**config.mk**
```make
export PLATFORM = sky130hd
export DESIGN_NAME = stkm_core
export DESIGN_NICKNAME = d
export VERILOG_FILES = /design/src/rtl/stkm_pkg.sv /design/src/rtl/stkm_alu.sv /design/src/rtl/stkm_stack.sv /design/src/rtl/stkm_core.sv
export SDC_FILE = /design/constraint.sdc
export NUM_CORES = 2
export LEC_CHECK = 0
export BUFFER_PORTS_ARGS = -buffer_cell sky130_fd_sc_hd__buf_2
export CAP_MARGIN = 30
export CORE_MARGIN = 2
export CORE_UTILIZATION = 55
export CTS_CLUSTER_DIAMETER = 120
export CTS_CLUSTER_SIZE = 16
export DETAILED_ROUTE_END_ITERATION = 10
export PLACE_DENSITY = 0.74
export SLEW_MARGIN = 20
export SYNTH_ARGS = -nofsm -noshare
export SYNTH_HDL_FRONTEND = slang
export SYNTH_HIERARCHICAL = 1
export SYNTH_SLANG_ARGS = --single-unit
```
**constraint.sdc**
```tcl
create_clock -name clk -period 65 [get_ports clk]
set_input_delay 3.25 -clock clk [delete_from_list [all_inputs] [get_ports clk]]
set_output_delay 3.25 -clock clk [all_outputs]
set_load 0.005 [all_outputs]
```
**src/rtl/stkm_pkg.sv**
```systemverilog
package stkm_pkg;

   localparam int OPC_W = 8;

   localparam logic [OPC_W-1:0] OPC_STOP = 8'h00;
   localparam logic [OPC_W-1:0] OPC_LOAD = 8'h01;
   localparam logic [OPC_W-1:0] OPC_STOR = 8'h02;
   localparam logic [OPC_W-1:0] OPC_ADD  = 8'h10;
   localparam logic [OPC_W-1:0] OPC_SUB  = 8'h11;
   localparam logic [OPC_W-1:0] OPC_MUL  = 8'h12;
   localparam logic [OPC_W-1:0] OPC_DIV  = 8'h13;

   typedef enum logic [1:0] {
      STK_HOLD,
      STK_PUSH,
      STK_POP,
      STK_FOLD
   } stk_op_e;

   typedef enum logic [1:0] {
      ALU_ADD,
      ALU_SUB,
      ALU_MUL,
      ALU_DIV
   } alu_op_e;

   typedef enum logic [2:0] {
      FLT_NONE  = 3'd0,
      FLT_OVER  = 3'd1,
      FLT_UNDER = 3'd2,
      FLT_DIVZ  = 3'd3,
      FLT_BADOP = 3'd4
   } fault_e;

   typedef enum logic [2:0] {
      ST_FETCH,
      ST_DECODE,
      ST_EXEC,
      ST_LOAD,
      ST_STOP
   } state_e;

endpackage

```
**src/rtl/stkm_alu.sv**
```systemverilog
module stkm_alu
   import stkm_pkg::*;
#(
   parameter int W = 32
) (
   input  logic [W-1:0] lhs,
   input  logic [W-1:0] rhs,
   input  alu_op_e      sel,
   output logic [W-1:0] res,
   output logic         div_zero
);

   logic rhs_zero;
   assign rhs_zero = (rhs == '0);
   assign div_zero = (sel == ALU_DIV) && rhs_zero;

   always_comb begin
      case (sel)
         ALU_ADD: res = lhs + rhs;
         ALU_SUB: res = lhs - rhs;
         ALU_MUL: res = lhs * rhs;
         default: res = rhs_zero ? '0 : (lhs / rhs);
      endcase
   end

endmodule

```
**src/rtl/stkm_stack.sv**
```systemverilog
module stkm_stack
   import stkm_pkg::*;
#(
   parameter int W     = 32,
   parameter int DEPTH = 8,
   localparam int LW   = $clog2(DEPTH + 1),
   localparam int IW   = (DEPTH > 1) ? $clog2(DEPTH) : 1
) (
   input  logic          clk,
   input  logic          rst_n,
   input  stk_op_e       op,
   input  logic [W-1:0]  din,
   output logic [W-1:0]  top,
   output logic [W-1:0]  second,
   output logic [LW-1:0] level,
   output logic          full,
   output logic          empty
);

   logic [LW-1:0]             lvl;
   logic [DEPTH-1:0][W-1:0]   cells;
   logic [IW-1:0]             top_idx;
   logic [IW-1:0]             sec_idx;

   initial begin
      assert (DEPTH >= 2) else $error("stack depth must hold two operands");
   end

   for (genvar i = 0; i < DEPTH; i++) begin : g_cell
      logic [W-1:0] q;
      logic         wr;
      assign wr = ((op == STK_PUSH) && (lvl == LW'(i))) ||
                  ((op == STK_FOLD) && (lvl == LW'(i + 2)));
      always_ff @(posedge clk or negedge rst_n) begin
         if (!rst_n)  q <= '0;
         else if (wr) q <= din;
      end
      assign cells[i] = q;
   end

   always_ff @(posedge clk or negedge rst_n) begin
      if (!rst_n) begin
         lvl <= '0;
      end else begin
         case (op)
            STK_PUSH: lvl <= lvl + LW'(1);
            STK_POP:  lvl <= lvl - LW'(1);
            STK_FOLD: lvl <= lvl - LW'(1);
            default:  lvl <= lvl;
         endcase
      end
   end

   assign top_idx = IW'(lvl - LW'(1));
   assign sec_idx = IW'(lvl - LW'(2));
   assign top     = (lvl == '0) ? '0 : cells[top_idx];
   assign second  = (lvl < LW'(2)) ? '0 : cells[sec_idx];
   assign level   = lvl;
   assign full    = (lvl == LW'(DEPTH));
   assign empty   = (lvl == '0);

   AST_LEVEL_BOUND:   assert property (@(posedge clk) disable iff (!rst_n) lvl <= LW'(DEPTH));
   AST_PUSH_NOT_FULL: assert property (@(posedge clk) disable iff (!rst_n) (op == STK_PUSH) |-> (lvl < LW'(DEPTH)));
   AST_POP_NOT_EMPTY: assert property (@(posedge clk) disable iff (!rst_n) (op == STK_POP) |-> (lvl != '0));
   AST_FOLD_HAS_TWO:  assert property (@(posedge clk) disable iff (!rst_n) (op == STK_FOLD) |-> (lvl >= LW'(2)));

endmodule

```
**src/rtl/stkm_core.sv**
```systemverilog
module stkm_core
   import stkm_pkg::*;
#(
   parameter int DATA_W = 32,
   parameter int ADDR_W = 24,
   parameter int DEPTH  = 8,
   localparam int LW    = $clog2(DEPTH + 1)
) (
   input  logic              clk,
   input  logic              rst_n,
   output logic [ADDR_W-1:0] mem_addr,
   output logic [DATA_W-1:0] mem_wdata,
   output logic              mem_we,
   input  logic [DATA_W-1:0] mem_rdata,
   output logic              halted,
   output logic [2:0]        err_cause,
   output logic [DATA_W-1:0] stack_top,
   output logic [LW-1:0]     stack_level
);

   initial begin
      assert (DATA_W == OPC_W + ADDR_W) else $error("instruction must fill one data word");
   end

   state_e            st, st_nxt;
   fault_e            flt, flt_nxt;
   logic [ADDR_W-1:0] pc;
   logic [DATA_W-1:0] ir;
   logic              pc_adv;
   stk_op_e           stk_op;
   logic [DATA_W-1:0] stk_din;
   logic [DATA_W-1:0] s_top, s_sec, alu_res;
   logic [LW-1:0]     s_lvl;
   logic              s_full, s_empty, alu_dz;
   alu_op_e           alu_sel;
   logic [OPC_W-1:0]  opc;
   logic [ADDR_W-1:0] opnd_addr;
   logic              is_arith;

   assign opc       = ir[DATA_W-1 -: OPC_W];
   assign opnd_addr = ir[ADDR_W-1:0];
   assign is_arith  = (opc == OPC_ADD) || (opc == OPC_SUB) ||
                      (opc == OPC_MUL) || (opc == OPC_DIV);

   always_comb begin
      case (opc)
         OPC_SUB: alu_sel = ALU_SUB;
         OPC_MUL: alu_sel = ALU_MUL;
         OPC_DIV: alu_sel = ALU_DIV;
         default: alu_sel = ALU_ADD;
      endcase
   end

   stkm_stack #(.W(DATA_W), .DEPTH(DEPTH)) u_stack (
      .clk    (clk),
      .rst_n  (rst_n),
      .op     (stk_op),
      .din    (stk_din),
      .top    (s_top),
      .second (s_sec),
      .level  (s_lvl),
      .full   (s_full),
      .empty  (s_empty)
   );

   stkm_alu #(.W(DATA_W)) u_alu (
      .lhs      (s_sec),
      .rhs      (s_top),
      .sel      (alu_sel),
      .res      (alu_res),
      .div_zero (alu_dz)
   );

   always_comb begin
      st_nxt    = st;
      flt_nxt   = flt;
      mem_addr  = pc;
      mem_we    = 1'b0;
      mem_wdata = s_top;
      stk_op    = STK_HOLD;
      stk_din   = alu_res;
      pc_adv    = 1'b0;
      case (st)
         ST_FETCH:  st_nxt = ST_DECODE;
         ST_DECODE: st_nxt = ST_EXEC;
         ST_EXEC: begin
            if (opc == OPC_STOP) begin
               st_nxt = ST_STOP;
            end else if (opc == OPC_LOAD) begin
               if (s_full) begin
                  flt_nxt = FLT_OVER;
                  st_nxt  = ST_STOP;
               end else begin
                  mem_addr = opnd_addr;
                  st_nxt   = ST_LOAD;
               end
            end else if (opc == OPC_STOR) begin
               if (s_empty) begin
                  flt_nxt = FLT_UNDER;
                  st_nxt  = ST_STOP;
               end else begin
                  mem_addr = opnd_addr;
                  mem_we   = 1'b1;
                  stk_op   = STK_POP;
                  pc_adv   = 1'b1;
                  st_nxt   = ST_FETCH;
               end
            end else if (is_arith) begin
               if (s_lvl < LW'(2)) begin
                  flt_nxt = FLT_UNDER;
                  st_nxt  = ST_STOP;
               end else if (alu_dz) begin
                  flt_nxt = FLT_DIVZ;
                  st_nxt  = ST_STOP;
               end else begin
                  stk_op = STK_FOLD;
                  pc_adv = 1'b1;
                  st_nxt = ST_FETCH;
               end
            end else begin
               flt_nxt = FLT_BADOP;
               st_nxt  = ST_STOP;
            end
         end
         ST_LOAD: begin
            stk_op  = STK_PUSH;
            stk_din = mem_rdata;
            pc_adv  = 1'b1;
            st_nxt  = ST_FETCH;
         end
         default: st_nxt = ST_STOP;
      endcase
   end

   always_ff @(posedge clk or negedge rst_n) begin
      if (!rst_n) begin
         st  <= ST_FETCH;
         flt <= FLT_NONE;
         pc  <= '0;
         ir  <= '0;
      end else begin
         st  <= st_nxt;
         flt <= flt_nxt;
         if (pc_adv)            pc <= pc + ADDR_W'(1);
         if (st == ST_DECODE)   ir <= mem_rdata;
      end
   end

   assign halted      = (st == ST_STOP);
   assign err_cause   = flt;
   assign stack_top   = s_top;
   assign stack_level = s_lvl;

   AST_STOP_STICKY:     assert property (@(posedge clk) disable iff (!rst_n) halted |=> halted);
   AST_STOP_NO_WRITE:   assert property (@(posedge clk) disable iff (!rst_n) halted |-> !mem_we);
   AST_FAULT_STOPS:     assert property (@(posedge clk) disable iff (!rst_n) (err_cause != 3'd0) |-> halted);
   AST_FAULT_HELD:      assert property (@(posedge clk) disable iff (!rst_n) (err_cause != 3'd0) |=> $stable(err_cause));
   AST_STORE_SHRINKS:   assert property (@(posedge clk) disable iff (!rst_n) mem_we |=> (stack_level == $past(stack_level) - LW'(1)));
   AST_FAULT_KEEPS_STK: assert property (@(posedge clk) disable iff (!rst_n) $rose(halted) |-> $stable(stack_level));

endmodule

```
=== Yosys cells after proc, flatten, opt, wreduce, memory -nomap -nowiden ===
Index checks and enable logic that the tools add are counted.

* Bits in registers: 322

* Add/subtract/negate cells: 6
* $mul: 1
* Divide/modulo/power cells: 1
* Order comparisons: 3
* Equality and inequality tests: 28
* Mux-type cells: 53
* Bitwise operators: 1
* Reductions and logical operators: 36

{| class="wikitable"
|+ Operators with widths
! cell !! count
|-
| 32-bit binary-select mux with 3-bit select || 2
|-
| 32-bit 2-to-1 mux || 6
|-
| 24-bit 2-to-1 mux || 6
|-
| 32-bit case mux with 3 select lines || 1
|-
| 3-bit 2-to-1 mux || 15
|-
| 32-bit adder || 1
|-
| 32-bit by 32-bit divider with 32-bit output || 1
|-
| 8-bit by 5-bit == test with 1-bit output (second input constant) || 4
|-
| 32-bit zero test || 1
|-
| 32-bit by 32-bit multiplier with 32-bit output || 1
|-
| 32-bit subtractor || 1
|-
| 24-bit by 1-bit adder with 24-bit output (second input constant) || 1
|-
| 1-bit logical AND || 17
|-
| 4-bit by 3-bit == test with 1-bit output (second input constant) || 4
|-
| 2-bit 2-to-1 mux || 7
|-
| 3-bit case mux with 4 select lines || 1
|-
| 1-bit logical OR || 11
|-
| 1-bit 2-to-1 mux || 11
|-
| 2-bit == test (second input constant) || 4
|-
| 4-bit by 2-bit == test with 1-bit output (second input constant) || 2
|-
| 4-bit == test (second input constant) || 2
|-
| 8-bit by 1-bit == test with 1-bit output (second input constant) || 1
|-
| 8-bit by 2-bit == test with 1-bit output (second input constant) || 1
|-
| 8-bit zero test || 1
|-
| 24 further kinds || 27
|}

=== Logic depth before layout (Yosys ltp) ===
* Depth after elaboration: 16
* Mapped depth: 344
* Depth with buffers taken out: 309

=== Hierarchy ===
Netlist, hierarchy kept.

{| class="wikitable"
|+ By module, submodules not included
! module !! instances !! cells an instance !! area each (µm²)
|-
| stkm_alu || 1 || 6564 || 47426.7
|-
| stkm_stack || 1 || 1007 || 14071.0
|-
| stkm_core || 1 || 311 || 3644.7
|}

=== Worst setup path before layout ===
Ideal clock, no wire load.

* Path type: register -> register
* Start point: register u_stack.lvl[0] (netlist: u_stack/level[0])
* End point: register u_stack.g_cell[0].q[0]
* Arrival: 69.916 ns
* Required time: 64.875 ns
* Slack: -5.041 ns
* Stages on the path, launching flop included: 316
* Buffers on the path: 51
* Period minus slack after synthesis: 70.041 ns
* Cell sequence: dfrtp_1 > buf_2 > buf_2 > buf_2 > inv_2 > ha_1 > buf_4 > buf_2 > buf_2 > mux4_2 > a22o_1 > clkbuf_1 > nor4_2 > buf_2 > nand4_1 > or3_1 > nor2_1 > a21oi_1 > [280 not listed] > clkbuf_1 > nand2_1 > o21ai_0 > ha_1 > a21o_1 > a21o_1 > a21o_1 > a21o_1 > a21o_1 > a21o_1 > a21oi_1 > nor2b_1 > o21ai_0 > a211oi_1 > o21ai_0 > a31oi_1 > mux2_2 > mux2_2

* Elaborated cells between the ends (all ways): 33
* Those cells by class: add/sub (4); mul (1); div (1); order compare (1); eq/ne (3); mux (17); reduce/logical (6)

{| class="wikitable"
|+ RTL lines
! what !! line !! text
|-
| from (decl) || stkm_stack.sv:20 || <nowiki>logic [LW-1:0] lvl;</nowiki>
|-
| from (signal assigned) || stkm_stack.sv:46 || <nowiki>STK_PUSH: lvl <= lvl + LW'(1);</nowiki>
|-
| from (signal assigned) || stkm_stack.sv:47 || <nowiki>STK_POP: lvl <= lvl - LW'(1);</nowiki>
|-
| from (signal assigned) || stkm_stack.sv:48 || <nowiki>STK_FOLD: lvl <= lvl - LW'(1);</nowiki>
|-
| 4-bit by 1-bit subtractor with 4-bit output || n/a ||
|-
| 32-bit binary-select mux with 3-bit select || stkm_stack.sv:56 || <nowiki>assign top = (lvl == '0) ? '0 : cells[top_idx];</nowiki>
|-
| 32-bit 2-to-1 mux (implied by the code) || stkm_stack.sv:56 ||
|-
| 32-bit 2-to-1 mux (*) || stkm_stack.sv:56 ||
|-
| via mem_wdata[27] || stkm_core.sv:12 || <nowiki>output logic [DATA_W-1:0] mem_wdata,</nowiki>
|-
| 32-bit by 32-bit divider with 32-bit output or 32-bit zero test (tied branches) || stkm_alu.sv:22, stkm_alu.sv:14 ||
|-
| 32-bit 2-to-1 mux (*) || stkm_alu.sv:22 || <nowiki>default: res = rhs_zero ? '0 : (lhs / rhs);</nowiki>
|-
| 32-bit case mux with 3 select lines (*) || stkm_alu.sv:18 || <nowiki>case (sel)</nowiki>
|-
| via alu_res[0] || stkm_core.sv:32 || <nowiki>logic [DATA_W-1:0] s_top, s_sec, alu_res;</nowiki>
|-
| 32-bit 2-to-1 mux (*) || stkm_core.sv:83 || <nowiki>case (st)</nowiki>
|-
| via stk_din[0] || stkm_core.sv:31 || <nowiki>logic [DATA_W-1:0] stk_din;</nowiki>
|-
| to (signal assigned) || stkm_stack.sv:36 || <nowiki>else if (wr) q <= din;</nowiki>
|-
| to (decl) || stkm_stack.sv:30 || <nowiki>logic [W-1:0] q;</nowiki>
|}

Mark *: on every way through the listed nets, which the timed path passes. The rest lies on a longest branch. The select of a mux whose other input is x is not followed.
A chain may end at the register's enable or synchronous reset.

=== Worst setup path in the final report ===
* Start point: register u_stack.lvl[0] (netlist: u_stack/level[0])
* End point: register u_stack.g_cell[3].q[0]

* Elaborated cells between the ends (all ways): 34
* Those cells by class: add/sub (4); mul (1); div (1); order compare (1); eq/ne (4); mux (17); reduce/logical (6)

{| class="wikitable"
|+ RTL lines
! what !! line
|-
| 4-bit by 1-bit subtractor with 4-bit output or 3-bit by 2-bit subtractor with 3-bit output (tied branches) || n/a
|-
| 32-bit binary-select mux with 3-bit select (on tied branches) || stkm_stack.sv:56, stkm_stack.sv:57
|-
| 32-bit 2-to-1 mux (on tied branches) (2 in series) || stkm_stack.sv:56, stkm_stack.sv:57
|-
| 32-bit by 32-bit divider with 32-bit output or 32-bit zero test (tied branches) || stkm_alu.sv:22, stkm_alu.sv:14
|-
| 32-bit 2-to-1 mux || stkm_alu.sv:22
|-
| 32-bit case mux with 3 select lines (*) || stkm_alu.sv:18
|-
| via alu_res[0] || stkm_core.sv:32
|-
| 32-bit 2-to-1 mux (*) || stkm_core.sv:83
|-
| via stk_din[0] || stkm_core.sv:31
|-
| to (signal assigned) || stkm_stack.sv:36
|-
| to (decl) || stkm_stack.sv:30
|}

Marked as above.

==> results.cfg <==
[critical_path]
crit_arrival_ps = 64040
worstReg2RegStart = u_stack/level[0]
worstPathMaxFanout = 11
timing.reg2reg.worst_path_depth = 311
critical_path.startpoint_type = flip-flop
worstPathBufferInverterCount = 54
rr_endpoint = u_stack/g_cell[3].q[0]
required_ps = 65430
cp-end-kind = flip-flop
max_stage_delay_ps = 520
worst_path_max_delay_cell = sky130_fd_sc_hd__a2111o_1
register_to_register_setup_slack_ps = 1390
worst_path_most_repeated_cell = sky130_fd_sc_hd__buf_4
setup.worst_path.class = flip-flop to flip-flop
crit_family = compound AO/OA/AOI/OAI gates

[grt]
grt_overflow = 0
largest_net_degree_at_the_start_of_global_routing = 129
number_of_global_route_vias_before_repair = 69000
antenna_found_initial = 16
grt_use_total_pct = 44.9
global_route_wire_length_before_repair_mm = 415

[synth]
yosysUniqueCellTypes = 116
synth.cell_area_um2 = 65100
ys_seq_area_share_pct = 12.4
syn-instance-count = 7882
simple_gate_area_share_of_the_yosys_netlist_pct = 17.2
synth_edf_count = 0
post_synth.cell_area_avg_um2 = 8.26
postSynth.topFlopCell = sky130_fd_sc_hd__dfrtp_1
yosys_register_bits = 322
synth_adder_area_share_pct = 25.9
synth_top_family_by_area = adder cells
syn-num-nets = 9021
yosys-mux-area-fraction_pct = 11.4
synth.yosys.warnings = 6
post_synth_xor_area_fraction_pct = 6.48
postSynth.asyncResetShare_pct = 100
compound_gate_portion_of_the_synthesized_area_pct = 20.0

[clock_tree]
cts.sinks = 322
cts.root.buffer_cell = sky130_fd_sc_hd__clkbuf_16
h-tree-depth = 1
max-clock-path-buffers = 3
cts_inserted_buffers = 24
clk_transition_reported_paths_ps = 80
clk-insertion-delay-late_ps = 550
hold_buffers = 0
tritoncts = done

[placement]
dp_slack_ps = -4160
place_hpwl_mm = 212
gp_congestion = 1.06
io_buffer_count = 130

[worst_hold_path]
worst_hold_startpoint = pc[23]
worstHoldPathType = flip-flop to flip-flop
timing.hold.worst_endpoint = pc[23]
timing.hold.worst_path_depth = 1

[timing]
report.final.hold_viol_count = 0
final.setup.worst_slack_ps = 1390
final_max_slew_viol_count = 0
max_freq_mhz = 15.7
final.period_utilization_pct = 97.9
final.hold.worst_slack_ps = 485
maxSlewHeadroom_pct = 27.2
tightest_slew_ps = 1090
setup_violations = 0
timing.clock.skew_ps = 20.7
period_minus_slack_ps = 63610

[routing]
route.detailed.drc = 0
antenna_left = 0
detail_route.wirelength_mm = 286
route.vias.total = 71000
iteration_0_drc_markers = 8311
drt-vias-per-instance = 6.54
route.detailed.wl_per_inst_um = 26.4
detailedRoute.firstPassIterationCount = 7

[die]
num_io_pins = 131
coreArea_um2 = 118000
core.rowCount = 126
initial_utilization_pct = 55.3
die_width_um = 348
chipHeight_um = 348
die_area_um2 = 121000

[layout]
layout.cells.most_common_list = sky130_fd_sc_hd__buf_4, sky130_fd_sc_hd__nand2_1, sky130_fd_sc_hd__inv_1
layout_cells_sized_above_1_pct = 32.1
fill_cells = 9297
layout.cells.most_common = sky130_fd_sc_hd__buf_4
nNetsFinal = 10400
area_growth_synth_to_finish_pct = 26.8

[job]
maxCapViolations = 0

[status]
run_status = complete, no violations
## what timing repair did
action / CTS / global route
gates cloned: 1 / 7
gates resized for setup: 131 / 476
setup buffers: 9 / 121
endpoints found under the hold margin: 0 / 0
endpoints found under the setup margin: 16 / 16
pin swaps: 13 / 183
## registers in the layout (all words and copies together) (netlist names)
register and flops:
st 3, u_stack/g_cell.q 256, ir 32, u_stack/level 4, pc 24, err_cause 3
## final cells by class
| class | count | area (um^2) | area share [%] |
|---|---|---|---|
| Antenna cell | 15 | 37.5 | 0.0455 |
| Clock buffer | 26 | 629 | 0.762 |
| Clock inverter | 1 | 16.3 | 0.0197 |
| Inverter | 681 | 2560 | 3.10 |
| Multi-Input combinational cell | 6492 | 55900 | 67.6 |
| Sequential cell | 322 | 8060 | 9.76 |
| Tap cell | 1536 | 1920 | 2.33 |
| Timing Repair Buffer | 1773 | 13500 | 16.4 |
## how the worst max path moves through the flow
stage                startpoint                      to  slack (ps)  cells past startpoint
4_1_cts        u_stack/level[0]  u_stack/g_cell[3].q[0]          10                    307
5_1_grt        u_stack/level[0]  u_stack/g_cell[3].q[0]        -910                    319
3_5_place_dp   u_stack/level[0]  u_stack/g_cell[4].q[0]       -4160                    303
2_1_floorplan  u_stack/level[0]  u_stack/g_cell[0].q[0]          40                    310
6_report       u_stack/level[0]  u_stack/g_cell[3].q[0]        1390                    311
3_3_place_gp   u_stack/level[0]  u_stack/g_cell[4].q[0]       -3510                    303
## per-layer routing
layer / GRT usage [%] / share of wire, %
met1: 55.7 / 36
met2: 66.8 / 42
met3: 13.4 / 13
met4: 31.4 / 8.6
met5: 0.120 / 0.089
## cell usage after synthesis, types with 101 or more instances
cell                       count  area, um^2
sky130_fd_sc_hd__a211oi_1    101         758
sky130_fd_sc_hd__a21o_1      216        1620
sky130_fd_sc_hd__a21oi_1     438        2190
sky130_fd_sc_hd__clkbuf_1    236         886
sky130_fd_sc_hd__dfrtp_1     322        8060
sky130_fd_sc_hd__fa_1        409        8190
sky130_fd_sc_hd__ha_1        696        8710
sky130_fd_sc_hd__inv_1       673        2530
sky130_fd_sc_hd__mux2_2      487        5480
sky130_fd_sc_hd__nand2_1     843        3160
sky130_fd_sc_hd__nand3_1     135         676
sky130_fd_sc_hd__nor2_1      578        2170
sky130_fd_sc_hd__nor3_1      193         966
sky130_fd_sc_hd__o21a_1      140        1050
sky130_fd_sc_hd__o21ai_0     300        1500
sky130_fd_sc_hd__xnor2_1     320        2800
sky130_fd_sc_hd__xor2_1      162        1420
## logic make-up (layout without fill, tap and decap cells)
kind of cell             after synthesis  count (layout)
XOR/XNOR                             482             482
other                                  0              15
adder cells (fa/ha/maj)             1105            1105
flip-flops                           322             322
AND/OR/NAND/NOR                     2371            2372
buffers and inverters               1069            2481
multiplexers                         599             599
AO/OA/AOI/OAI                       1934            1934
## worst reg2reg max path, delay by kind of cell (launching register included)
kind | cells | cell delay (ps)
XOR/XNOR | 1 | 150
AND/OR/NAND/NOR | 60 | 9790
adder cells (fa/ha/maj) | 32 | 9230
buffers and inverters | 54 | 8400
flip-flops | 1 | 460
AO/OA/AOI/OAI | 155 | 32340
multiplexers | 9 | 3030
## stage by stage
step                TNS, ps  std cells  cell area [um^2]  util [%]
floorplan                 0       7882             65400         -
finish                    0      10800             82600      70.1
global route          -7220      10800             82600      70.1
detailed placement   -51100      10700             77800      66.1
CTS                       0      10700             79200      67.2
global placement     -41230      10700             77700      66.0
Power is not shown: default switching activity piles up to over one toggle a cycle in this logic, so the estimate is an artifact.
